**src/rtl/evt_stat_pkg.sv**
```systemverilog
package evt_stat_pkg;
  localparam int DATA_W   = 8;
  localparam int ADDR_W   = 3;
  localparam int NUM_CNT  = 3;
  localparam int CNT_BASE = 1;   // first counter address
  localparam int OVF_BASE = 2;   // overflow bit of counter 0
  localparam int A_INT    = 0;
  localparam int A_MASK   = CNT_BASE + NUM_CNT;
  localparam int B_TX     = 0;
  localparam int B_RX     = 1;
  localparam int B_CERR   = 5;
  localparam int B_BABBLE = 6;
  localparam int B_JABBER = 7;
  localparam logic [DATA_W-1:0] CNT_MAX = '1;

  typedef struct packed {
    logic               clrInt;
    logic [NUM_CNT-1:0] clrCnt;
    logic               wrMask;
  } ctlStrobe_t;

  typedef struct packed {
    logic               selInt;
    logic [NUM_CNT-1:0] selCnt;
    logic               selMask;
  } rdPick_t;
endpackage

```
**src/rtl/evt_stat_ctrl.sv**
```systemverilog
module evt_stat_ctrl
  import evt_stat_pkg::*;
(
  input  logic              rdEn,
  input  logic              wrEn,
  input  logic [ADDR_W-1:0] addr,
  output ctlStrobe_t        ctl,
  output rdPick_t           pick
);
  always_comb begin
    pick         = '0;
    pick.selInt  = (addr == ADDR_W'(A_INT));
    pick.selMask = (addr == ADDR_W'(A_MASK));
    for (int i = 0; i < NUM_CNT; i++) begin
      pick.selCnt[i] = (addr == ADDR_W'(CNT_BASE + i));
    end
    ctl        = '0;
    ctl.clrInt = rdEn & pick.selInt;
    ctl.clrCnt = {NUM_CNT{rdEn}} & pick.selCnt;
    ctl.wrMask = wrEn & pick.selMask;
  end
endmodule

```
**src/rtl/evt_stat_dp.sv**
```systemverilog
module evt_stat_dp
  import evt_stat_pkg::*;
(
  input  logic                            clk,
  input  logic                            rst_n,
  input  ctlStrobe_t                      ctl,
  input  logic                            evtJabber,
  input  logic                            evtBabble,
  input  logic                            evtCollErr,
  input  logic                            evtRx,
  input  logic                            evtTx,
  input  logic [NUM_CNT-1:0]              cntPulse,
  input  logic [DATA_W-1:0]               wrData,
  output logic [DATA_W-1:0]               intQ,
  output logic [DATA_W-1:0]               maskQ,
  output logic [NUM_CNT-1:0][DATA_W-1:0]  cntQ
);
  logic [NUM_CNT-1:0] ovf;
  logic [DATA_W-1:0]  setBits;

  for (genvar i = 0; i < NUM_CNT; i++) begin : g_cnt
    logic [DATA_W-1:0] cntReg;
    assign ovf[i] = cntPulse[i] & ~ctl.clrCnt[i] & (cntReg == CNT_MAX);
    always_ff @(posedge clk) begin
      if (!rst_n)              cntReg <= '0;
      else if (ctl.clrCnt[i])  cntReg <= {{(DATA_W-1){1'b0}}, cntPulse[i]};
      else if (cntPulse[i])    cntReg <= cntReg + 1'b1;
    end
    assign cntQ[i] = cntReg;
  end

  always_comb begin
    setBits           = '0;
    setBits[B_JABBER] = evtJabber;
    setBits[B_BABBLE] = evtBabble;
    setBits[B_CERR]   = evtCollErr;
    setBits[B_RX]     = evtRx;
    setBits[B_TX]     = evtTx;
    for (int i = 0; i < NUM_CNT; i++) begin
      setBits[OVF_BASE + i] = ovf[i];
    end
  end

  always_ff @(posedge clk) begin
    if (!rst_n) begin
      intQ  <= '0;
      maskQ <= '0;
    end else begin
      intQ <= (ctl.clrInt ? '0 : intQ) | setBits;
      if (ctl.wrMask) maskQ <= wrData;
    end
  end
endmodule

```
**src/rtl/evt_stat_rdmux.sv**
```systemverilog
module evt_stat_rdmux
  import evt_stat_pkg::*;
(
  input  rdPick_t                         pick,
  input  logic [DATA_W-1:0]               intQ,
  input  logic [DATA_W-1:0]               maskQ,
  input  logic [NUM_CNT-1:0][DATA_W-1:0]  cntQ,
  output logic [DATA_W-1:0]               rdData,
  output logic                            irq
);
  always_comb begin
    rdData = '0;
    if (pick.selInt)  rdData = intQ;
    if (pick.selMask) rdData = maskQ;
    for (int i = 0; i < NUM_CNT; i++) begin
      if (pick.selCnt[i]) rdData = cntQ[i];
    end
  end

  assign irq = |(intQ & ~maskQ);
endmodule

```
**src/rtl/evt_stat_unit.sv**
```systemverilog
module evt_stat_unit
  import evt_stat_pkg::*;
(
  input  logic              clk,
  input  logic              rst_n,
  input  logic              evtJabber,
  input  logic              evtBabble,
  input  logic              evtCollErr,
  input  logic              evtRx,
  input  logic              evtTx,
  input  logic              evtMissed,
  input  logic              evtRunt,
  input  logic              evtRxColl,
  input  logic              rdEn,
  input  logic              wrEn,
  input  logic [ADDR_W-1:0] addr,
  input  logic [DATA_W-1:0] wrData,
  output logic [DATA_W-1:0] rdData,
  output logic              irq
);
  ctlStrobe_t                     ctl;
  rdPick_t                        pick;
  logic [DATA_W-1:0]              intQ;
  logic [DATA_W-1:0]              maskQ;
  logic [NUM_CNT-1:0][DATA_W-1:0] cntQ;
  logic [NUM_CNT-1:0]             cntPulse;

  assign cntPulse = {evtRxColl, evtRunt, evtMissed};

  evt_stat_ctrl u_ctrl (
    .rdEn (rdEn),
    .wrEn (wrEn),
    .addr (addr),
    .ctl  (ctl),
    .pick (pick)
  );

  evt_stat_dp u_dp (
    .clk        (clk),
    .rst_n      (rst_n),
    .ctl        (ctl),
    .evtJabber  (evtJabber),
    .evtBabble  (evtBabble),
    .evtCollErr (evtCollErr),
    .evtRx      (evtRx),
    .evtTx      (evtTx),
    .cntPulse   (cntPulse),
    .wrData     (wrData),
    .intQ       (intQ),
    .maskQ      (maskQ),
    .cntQ       (cntQ)
  );

  evt_stat_rdmux u_rdmux (
    .pick   (pick),
    .intQ   (intQ),
    .maskQ  (maskQ),
    .cntQ   (cntQ),
    .rdData (rdData),
    .irq    (irq)
  );
endmodule

```
**config.mk**
```make
export PLATFORM = sky130hd
export DESIGN_NAME = evt_stat_unit
export DESIGN_NICKNAME = d
export VERILOG_FILES = /design/src/rtl/evt_stat_pkg.sv /design/src/rtl/evt_stat_ctrl.sv /design/src/rtl/evt_stat_dp.sv /design/src/rtl/evt_stat_rdmux.sv /design/src/rtl/evt_stat_unit.sv
export SDC_FILE = /design/constraint.sdc
export NUM_CORES = 1
export LEC_CHECK = 0
export BUFFER_PORTS_ARGS = -buffer_cell sky130_fd_sc_hd__clkbuf_2
export CORE_MARGIN = 4
export CORE_UTILIZATION = 35
export CTS_BUF_LIST = sky130_fd_sc_hd__clkbuf_4 sky130_fd_sc_hd__clkbuf_8 sky130_fd_sc_hd__clkbuf_16
export DETAILED_ROUTE_END_ITERATION = 10
export GPL_ROUTABILITY_DRIVEN = 0
export SYNTH_ARGS = -nofsm -noshare
export SYNTH_HDL_FRONTEND = slang
export SYNTH_SLANG_ARGS = --single-unit
```
**constraint.sdc**
```tcl
create_clock -name clk -period 2.2 [get_ports clk]
set_input_delay 0.22 -clock clk [delete_from_list [all_inputs] [get_ports clk]]
set_output_delay 0.22 -clock clk [all_outputs]
set_load 0.1 [all_outputs]
```
==> results of run 1 <==
[sequential cells by signal, indices dropped and copies added (netlist names)]
| register | count |
|---|---|
| u_dp.g_cnt.cntReg | 24 |
| u_dp.intQ | 8 |
| u_dp.maskQ | 8 |
[worst paths after layout]
path	from	end	slack, ns	depth (start not counted)
setup / recovery	u_dp.maskQ[6]$_SDFFE_PN0P_	irq	0.32	3
hold / removal	evtCollErr	u_dp.intQ[5]$_SDFF_PN0_	0.15	3
setup reg to reg	u_dp.g_cnt[0].cntReg[1]$_SDFFE_PP0P_	u_dp.intQ[2]$_SDFF_PN0_	0.71	4
hold reg to reg	u_dp.intQ[3]$_SDFF_PN0_	u_dp.intQ[3]$_SDFF_PN0_	0.49	2
[cell families after synthesis]
group,Yosys count
AO/OA/AOI/OAI,66
XOR/XNOR,9
adder cells (fa/ha/maj),3
AND/OR/NAND/NOR,84
multiplexers,20
buffers and inverters,22
flip-flops,40
[power by group]
part	leakage, nW	internal [mW]	switching, mW
registers	0.325	0.743	0.0234
clock network	0.0523	0.281	0.248
logic	0.675	0.0910	0.136
total	1.05	1.11	0.407
[placed cells by master (no fill, tap or decap), types with 2 or more instances in the layout]
cell / instances
or3_2: 3
clkbuf_8: 6
o22ai_2: 7
a2bb2oi_1: 8
nand4_1: 10
or3_1: 6
mux2i_1: 20
ha_1: 3
o211a_1: 7
clkbuf_4: 2
nor2b_1: 15
buf_12: 8
or2_2: 2
clkbuf_2: 23
inv_1: 9
buf_4: 5
or4_1: 2
nand2b_1: 2
a21oi_1: 20
nand3_1: 5
xor2_1: 9
o21ai_0: 13
a21oi_2: 2
nand2_1: 16
o22ai_1: 4
nor2_1: 13
o31ai_1: 2
dfxtp_1: 40
[cell type report]
cell class | instances | area share, %
multi-input combinational | 182 | 48.9
timing repair buffer | 36 | 11.9
clock buffer | 8 | 3.72
tap | 75 | 3.58
inverter | 9 | 1.29
sequential | 40 | 30.5
[layer usage]
layer  part of all wire [%]  routed length [um]  up-vias  global-route usage (%)
met2                     46                2380       47                    22.3
met5                      0                   0        -                       0
met1                     48                2490      872                    19.4
met4                   0.47                  24        0                    4.89
li1                       -                   -      949                       -
met3                    5.1                 263        2                    3.94
[stage by stage]
stage / area [um2] / setup WS (ns) / std cells / hold WS [ns] / total power, mW
after floorplan: 2170 / 0.206 / 244 / 0.359 / 0.932
after global placement: 2520 / 0.394 / 342 / 0.454 / 1.01
after detailed placement: 2520 / 0.361 / 342 / 0.462 / 1.01
after CTS: 2620 / 0.300 / 350 / 0.151 / 1.54
after global routing: 2620 / 0.216 / 350 / 0.151 / 1.59
final: 2620 / 0.320 / 350 / 0.150 / 1.52
[critical path, cell delays in order (launching register included)]
cell and delay (ns):
dfxtp_1 0.37, o22ai_1 0.10, or4_1 0.51, clkbuf_2 0.39
==> summary.md, run 1 <==
| Metric | Value |
|---|---|
| Status | `complete, no violations` |
| Total Die Area | `0.00738 mm2` |
| Number of fill cells | `595` |
| Final Setup Violations | `0` |
| Max Clock Freq | `532 MHz` |
| Core Rows | `28` |
| Largest net degree at the start of global routing | `26` |
| Unique cell type count in the Yosys netlist | `38` |
| Static leakage | `1.05 nW` |
| Initial antenna violation count | `0` |
| Worst hold path type | `in2reg` |
| Post-Route Utilization | `44.3%` |
| Synthesized-area fraction occupied by xor and xnor cells | `3.71%` |
| Reported max-cap violation count | `0` |
| Count of input and output buffers | `31` |
| Mux cell area share after synthesis | `9.42%` |
| Mean area per synthesized cell | `8.71 um2` |
| Post-synthesis share of cell area spent on full adders, half adders and majority gates | `1.77%` |
| Fraction of post-synthesis cell area in the top cell type by area | `37.7%` |
| Final slew viol count | `0` |
| Overall overflow remaining after global route | `0` |
| Wire length of the first global-routing pass | `8.41 mm` |
| Most common cell in the synthesized netlist | `dfxtp_1` |
| Post-layout minimum cycle time | `1.88 ns` |
| Average wire per cell in the routed design | `14.7 um` |
| Gates resized, CTS repair | `0` |
| Areal power density over the cells | `580 mW/mm2` |
| HPWL Detailed | `3.84 mm` |
| Synth warnings | `0` |
| Max-Slew Margin vs Limit | `61.0%` |
| Cell accounting for the most synthesized area | `dfxtp_1` |
| CP Data Arrival Time | `1.66 ns` |
| Initial Util | `35.9%` |
| Number of vias per cell after detailed routing | `5.34` |
| Global-route usage over all layers | `14.4%` |
| Most used standard cells in the synthesized netlist | `40 x dfxtp_1, 21 x a21oi_1, 20 x mux2i_1` |
| Number of top-level pins | `32` |
| Top area cells in the synthesized netlist | `dfxtp_1 38%, mux2i_1 9.4%, a21oi_1 4.9%` |
| Final hold violations | `0` |
| Share of final-layout standard cells stronger than drive strength 1 | `22.2%` |
| Post-Synthesis Cells | `244` |
| Critical-path maximum fanout | `3` |
| Worst-path clk slew | `0.08 ns` |
| Number of vias after detailed routing | `1870` |
| Setup Buffers After CTS | `0` |
| Worst path required time | `1.98 ns` |
| Number of storage elements in the synthesis netlist | `40` |
| Count of nets after finishing | `300` |
| Type of element launching the critical path | `flip-flop` |
| Number of DRC violations after detailed routing | `0` |
| Iteration-0 DRC count of the detailed router | `163` |
| Master cell of the clock root buffer | `clkbuf_8` |
| Type of element capturing the critical path | `output pin` |
| Die boundary width | `85.9 um` |
| Share of synthesized flip-flops with an asynchronous set or reset | `0%` |
| Hold Buf Count CTS | `0` |
| Htree depth | `2` |
| Classification of the worst setup path | `reg2out` |
| Number of global-route vias before repair | `1758` |
| Total CTS buffers | `5` |
| Number of synthesized flops with an enable pin | `0` |
| Drt pass-1 iters | `4` |
| Number of nets with antenna violations after detailed routing | `0` |
| Post-Synthesis Cell Area | `0.00212 mm2` |
| Final Routed Wirelength | `5.16 mm` |
| Placeable core region | `0.00592 mm2` |
| Total nets after synthesis | `270` |
| Main combinational cell family by area after synthesis | `simple AND/OR/NAND/NOR gates` |
| Complex-gate fraction of the synthesized area | `20.0%` |
| Peak VDD IR | `0.411 mV` |
| Deepest clock path buffer count | `2` |
| RSZ-0062 raised after global routing | `false` |
| Register area share after synthesis | `37.7%` |
| Predominant post-synthesis flop cell | `dfxtp_1` |
| Simple-gate share of the synthesized area | `23.0%` |
| Slew @ Worst Pin | `0.585 ns` |
| Die Ht | `85.9 um` |
| Final worst path period share | `85.5%` |
| Reg area | `801 um2` |
| Synth-to-Final Area Change | `23.4%` |
| Skew-Pair Late Insertion Delay | `0.29 ns` |
| ANT cells | `0` |
| Area taken by multi-input logic gates | `0.00128 mm2` |
| Number of sinks driven by the clock tree | `40` |
| Worst-case clock skew | `0.00607 ns` |
| Aggregate negative setup slack | `0 ns` |
| TritonCTS clock tree | `yes` |
No activity file was read; power rests on OpenSTA's default activity.
==> run 2, diff against run 1 <==
- clock period: 2.2 -> 2.4 ns (I/O delays scaled with it)
==> run 2 against run 1 <==
Effect of this change:
- critical path depth unchanged
- via count rose by 1.9%
- wire length grew 0.70%
- sequential share of layout area is 0.088 points higher
- highest routed layer unchanged
==> summary.md, run 2 (synthesized netlist as in run 1, its figures left out) <==
| Metric | Value |
|---|---|
| Status | `complete, no violations` |
| Die Ht | `85.9 um (unchanged)` |
| Number of global-route vias before repair | `1833 (+4.3%)` |
| Core Rows | `28 (unchanged)` |
| Drt pass-1 iters | `4 (unchanged)` |
| Master cell of the clock root buffer | `clkbuf_8` |
| Skew-Pair Late Insertion Delay | `0.28 ns (about the same)` |
| Power share of the sequential group | `50.6% (+0.2 points)` |
| Wire length of the first global-routing pass | `8.89 mm (+5.7%)` |
| Worst path required time | `2.16 ns (+0.18 ns)` |
| Aggregate negative setup slack | `0 ns (unchanged)` |
| Routed metal-1 wirelength | `2.47 mm (-0.88%)` |
| Overall overflow remaining after global route | `0 (unchanged)` |
| Flip-flop count of the largest register, all copies and words added | `24 (unchanged)` |
| Number of vias after detailed routing | `1905 (+1.9%)` |
| Count of nets after finishing | `299 (-0.33%)` |
| Leading cell types in the layout, fill and taps excluded | `40 x dfxtp_1, 23 x clkbuf_2, 20 x a21oi_1, 20 x mux2i_1, 16 x nand2_1` |
| Number of vias per cell after detailed routing | `5.46 (+2.2%)` |
| Worst R2R Path Depth | `4 (unchanged)` |
| Number of nets with antenna violations after detailed routing | `0 (unchanged)` |
| Total CTS buffers | `5 (unchanged)` |
| Final slew viol count | `0 (unchanged)` |
| Length of routed met2 wiring | `2.38 mm (about the same)` |
| Synth-to-Final Area Change | `23.0%` |
| Startpoint of the tightest hold check path | `evtCollErr` |
| ANT cells | `0 (unchanged)` |
| Cell internal pwr | `1.02 mW (-8.4%)` |
| Final Routed Wirelength | `5.20 mm (+0.70%)` |
| Highest Signal Layer | `met4` |
| Static leakage | `1.05 nW (-0.45%)` |
| Max-Slew Margin vs Limit | `59.8% (-1.2 points)` |
| HPWL Detailed | `3.79 mm (-1.2%)` |
| Worst hold path type | `in2reg` |
| RSZ-0062 raised after global routing | `false` |
| Post-Layout Inst Area | `0.00261 mm2 (-0.29%)` |
| Final worst path period share | `80.1%` |
| Critical-path maximum fanout | `3 (unchanged)` |
| Classification of the worst setup path | `reg2out` |
| Hold Buf Count CTS | `0 (unchanged)` |
| Gates resized, CTS repair | `0 (unchanged)` |
| Setup Buffers After CTS | `0 (unchanged)` |
| Deepest clock path buffer count | `2 (unchanged)` |
| Largest registers ranked by flip-flop count | `u_dp.g_cnt.cntReg (24), u_dp.intQ (8), u_dp.maskQ (8)` |
| Total length of routed met3 wires | `299 um (+14%)` |
| Share of final-layout standard cells stronger than drive strength 1 | `21.9% (-0.28 points)` |
| Number of top-level pins | `32 (unchanged)` |
| Initial antenna violation count | `0 (unchanged)` |
| Number of DRC violations after detailed routing | `0 (unchanged)` |
| TritonCTS clock tree | `yes` |
| Final hold violations | `0 (unchanged)` |
| Max Clock Freq | `520 MHz` |
| Capturing instance or port of the critical path | `irq` |
| Type of element capturing the critical path | `output pin` |
| Area post-placement | `0.00252 mm2 (-0.30%)` |
| CP Data Arrival Time | `1.68 ns (+0.02 ns)` |
| Worst-case clock skew | `0.00545 ns (-0.000622 ns)` |
| Number of fill cells | `584 (-1.8%)` |
| Areal power density over the cells | `531 mW/mm2 (-8.4%)` |
| Die boundary width | `85.9 um (unchanged)` |
| Slew @ Worst Pin | `0.600 ns (+0.0151 ns)` |
| Number of sinks driven by the clock tree | `40 (unchanged)` |
| Register with the highest flop count | `u_dp.g_cnt.cntReg` |
| Largest net degree at the start of global routing | `26 (unchanged)` |
| Most common cell after layout, fill and taps aside | `dfxtp_1` |
| Average wire per cell in the routed design | `14.9 um (+0.99%)` |
| Worst-path clk slew | `0.07 ns (about the same)` |
| Post-layout minimum cycle time | `1.92 ns` |
| Worst setup path start | `u_dp.maskQ[2]$_SDFFE_PN0P_` |
| Reported max-cap violation count | `0 (unchanged)` |
| Total Die Area | `0.00738 mm2 (unchanged)` |
| Switching pwr | `0.368 mW (-9.5%)` |
| Clk network pwr share | `34.4% (-0.3 points)` |
| Worst-case register-to-register setup slack | `0.93 ns (+0.22 ns)` |
| Placeable core region | `0.00592 mm2 (unchanged)` |
| Power share of the combinational group | `15.0% (about the same)` |
| Iteration-0 DRC count of the detailed router | `110 (-33%)` |
| Htree depth | `2 (unchanged)` |
| End of the worst register-to-register path | `u_dp.g_cnt[0].cntReg[6]$_SDFFE_PP0P_` |
| Crit Reg-Reg Startpoint | `u_dp.g_cnt[0].cntReg[1]$_SDFFE_PP0P_` |
| Initial Util | `35.9% (unchanged)` |
| Final Setup Violations | `0 (unchanged)` |
| Global-route usage over all layers | `14.9% (+0.50 points)` |
| Fraction of power spent switching nets | `26.5% (-0.23 points)` |
| Count of input and output buffers | `31 (unchanged)` |
| Peak VDD IR | `0.318 mV (-23%)` |
| Type of element launching the critical path | `flip-flop` |
## run 2: cell count changes in the layout (fill, tap and decap cells not counted), sizes merged
cell / delta
buf: -1
## run 2: metrics by stage
step / instances / hold WS, ns / util (%) / total power, mW / setup slack [ns]
after floorplan: 244 / 0.379 / - / 0.855 / 0.366
after global placement: 341 / 0.473 / 42.5 / 0.924 / 0.600
after detailed placement: 341 / 0.478 / 42.5 / 0.927 / 0.563
after CTS: 349 / 0.180 / 44.1 / 1.41 / 0.460
after global routing: 349 / 0.197 / 44.1 / 1.47 / 0.404
final: 349 / 0.180 / 44.1 / 1.39 / 0.479
## run 2: worst max-delay path, cell delays in order, from the launching register on
cell and delay, ns:
dfxtp_1 0.37, o22ai_1 0.09, or4_1 0.54, clkbuf_2 0.39
## run 2: worst min-delay path by stage
stage | to | slack (ns) | cells past startpoint
final | u_dp.intQ[5]$_SDFF_PN0_ | 0.18 | 3
after detailed placement | u_dp.intQ[0]$_SDFF_PN0_ | 0.48 | 3
after global placement | u_dp.intQ[5]$_SDFF_PN0_ | 0.47 | 3
after CTS | u_dp.intQ[5]$_SDFF_PN0_ | 0.18 | 3
after floorplan | u_dp.intQ[0]$_SDFF_PN0_ | 0.38 | 2
after global routing | u_dp.intQ[7]$_SDFF_PN0_ | 0.20 | 3
## run 2: metal layers
metal | GRT usage [%] | up-vias
li1 | - | 950
met1 | 20.9 | 895
met2 | 23.9 | 55
met3 | 2.88 | 5
met4 | 3.02 | 0
met5 | 0 | -
## run 2: final cells by class
cell class | count | area (um2) | area share, %
clock buffers | 8 | 97.6 | 3.73
inverters | 9 | 33.8 | 1.29
multi-input cells | 182 | 1280 | 49.1
flip-flops and latches | 40 | 801 | 30.6
well taps | 75 | 93.8 | 3.59
repair buffers | 35 | 305 | 11.7
## run 2: power by group through the flow
| stage | logic, mW | clock network (mW) | registers (mW) |
|---|---|---|---|
| after global placement | 0.206 | 0 | 0.718 |
| after detailed placement | 0.209 | 0 | 0.718 |
| after floorplan | 0.144 | 0 | 0.711 |
| after CTS | 0.210 | 0.494 | 0.702 |
| after global routing | 0.226 | 0.535 | 0.705 |
| final | 0.208 | 0.478 | 0.702 |
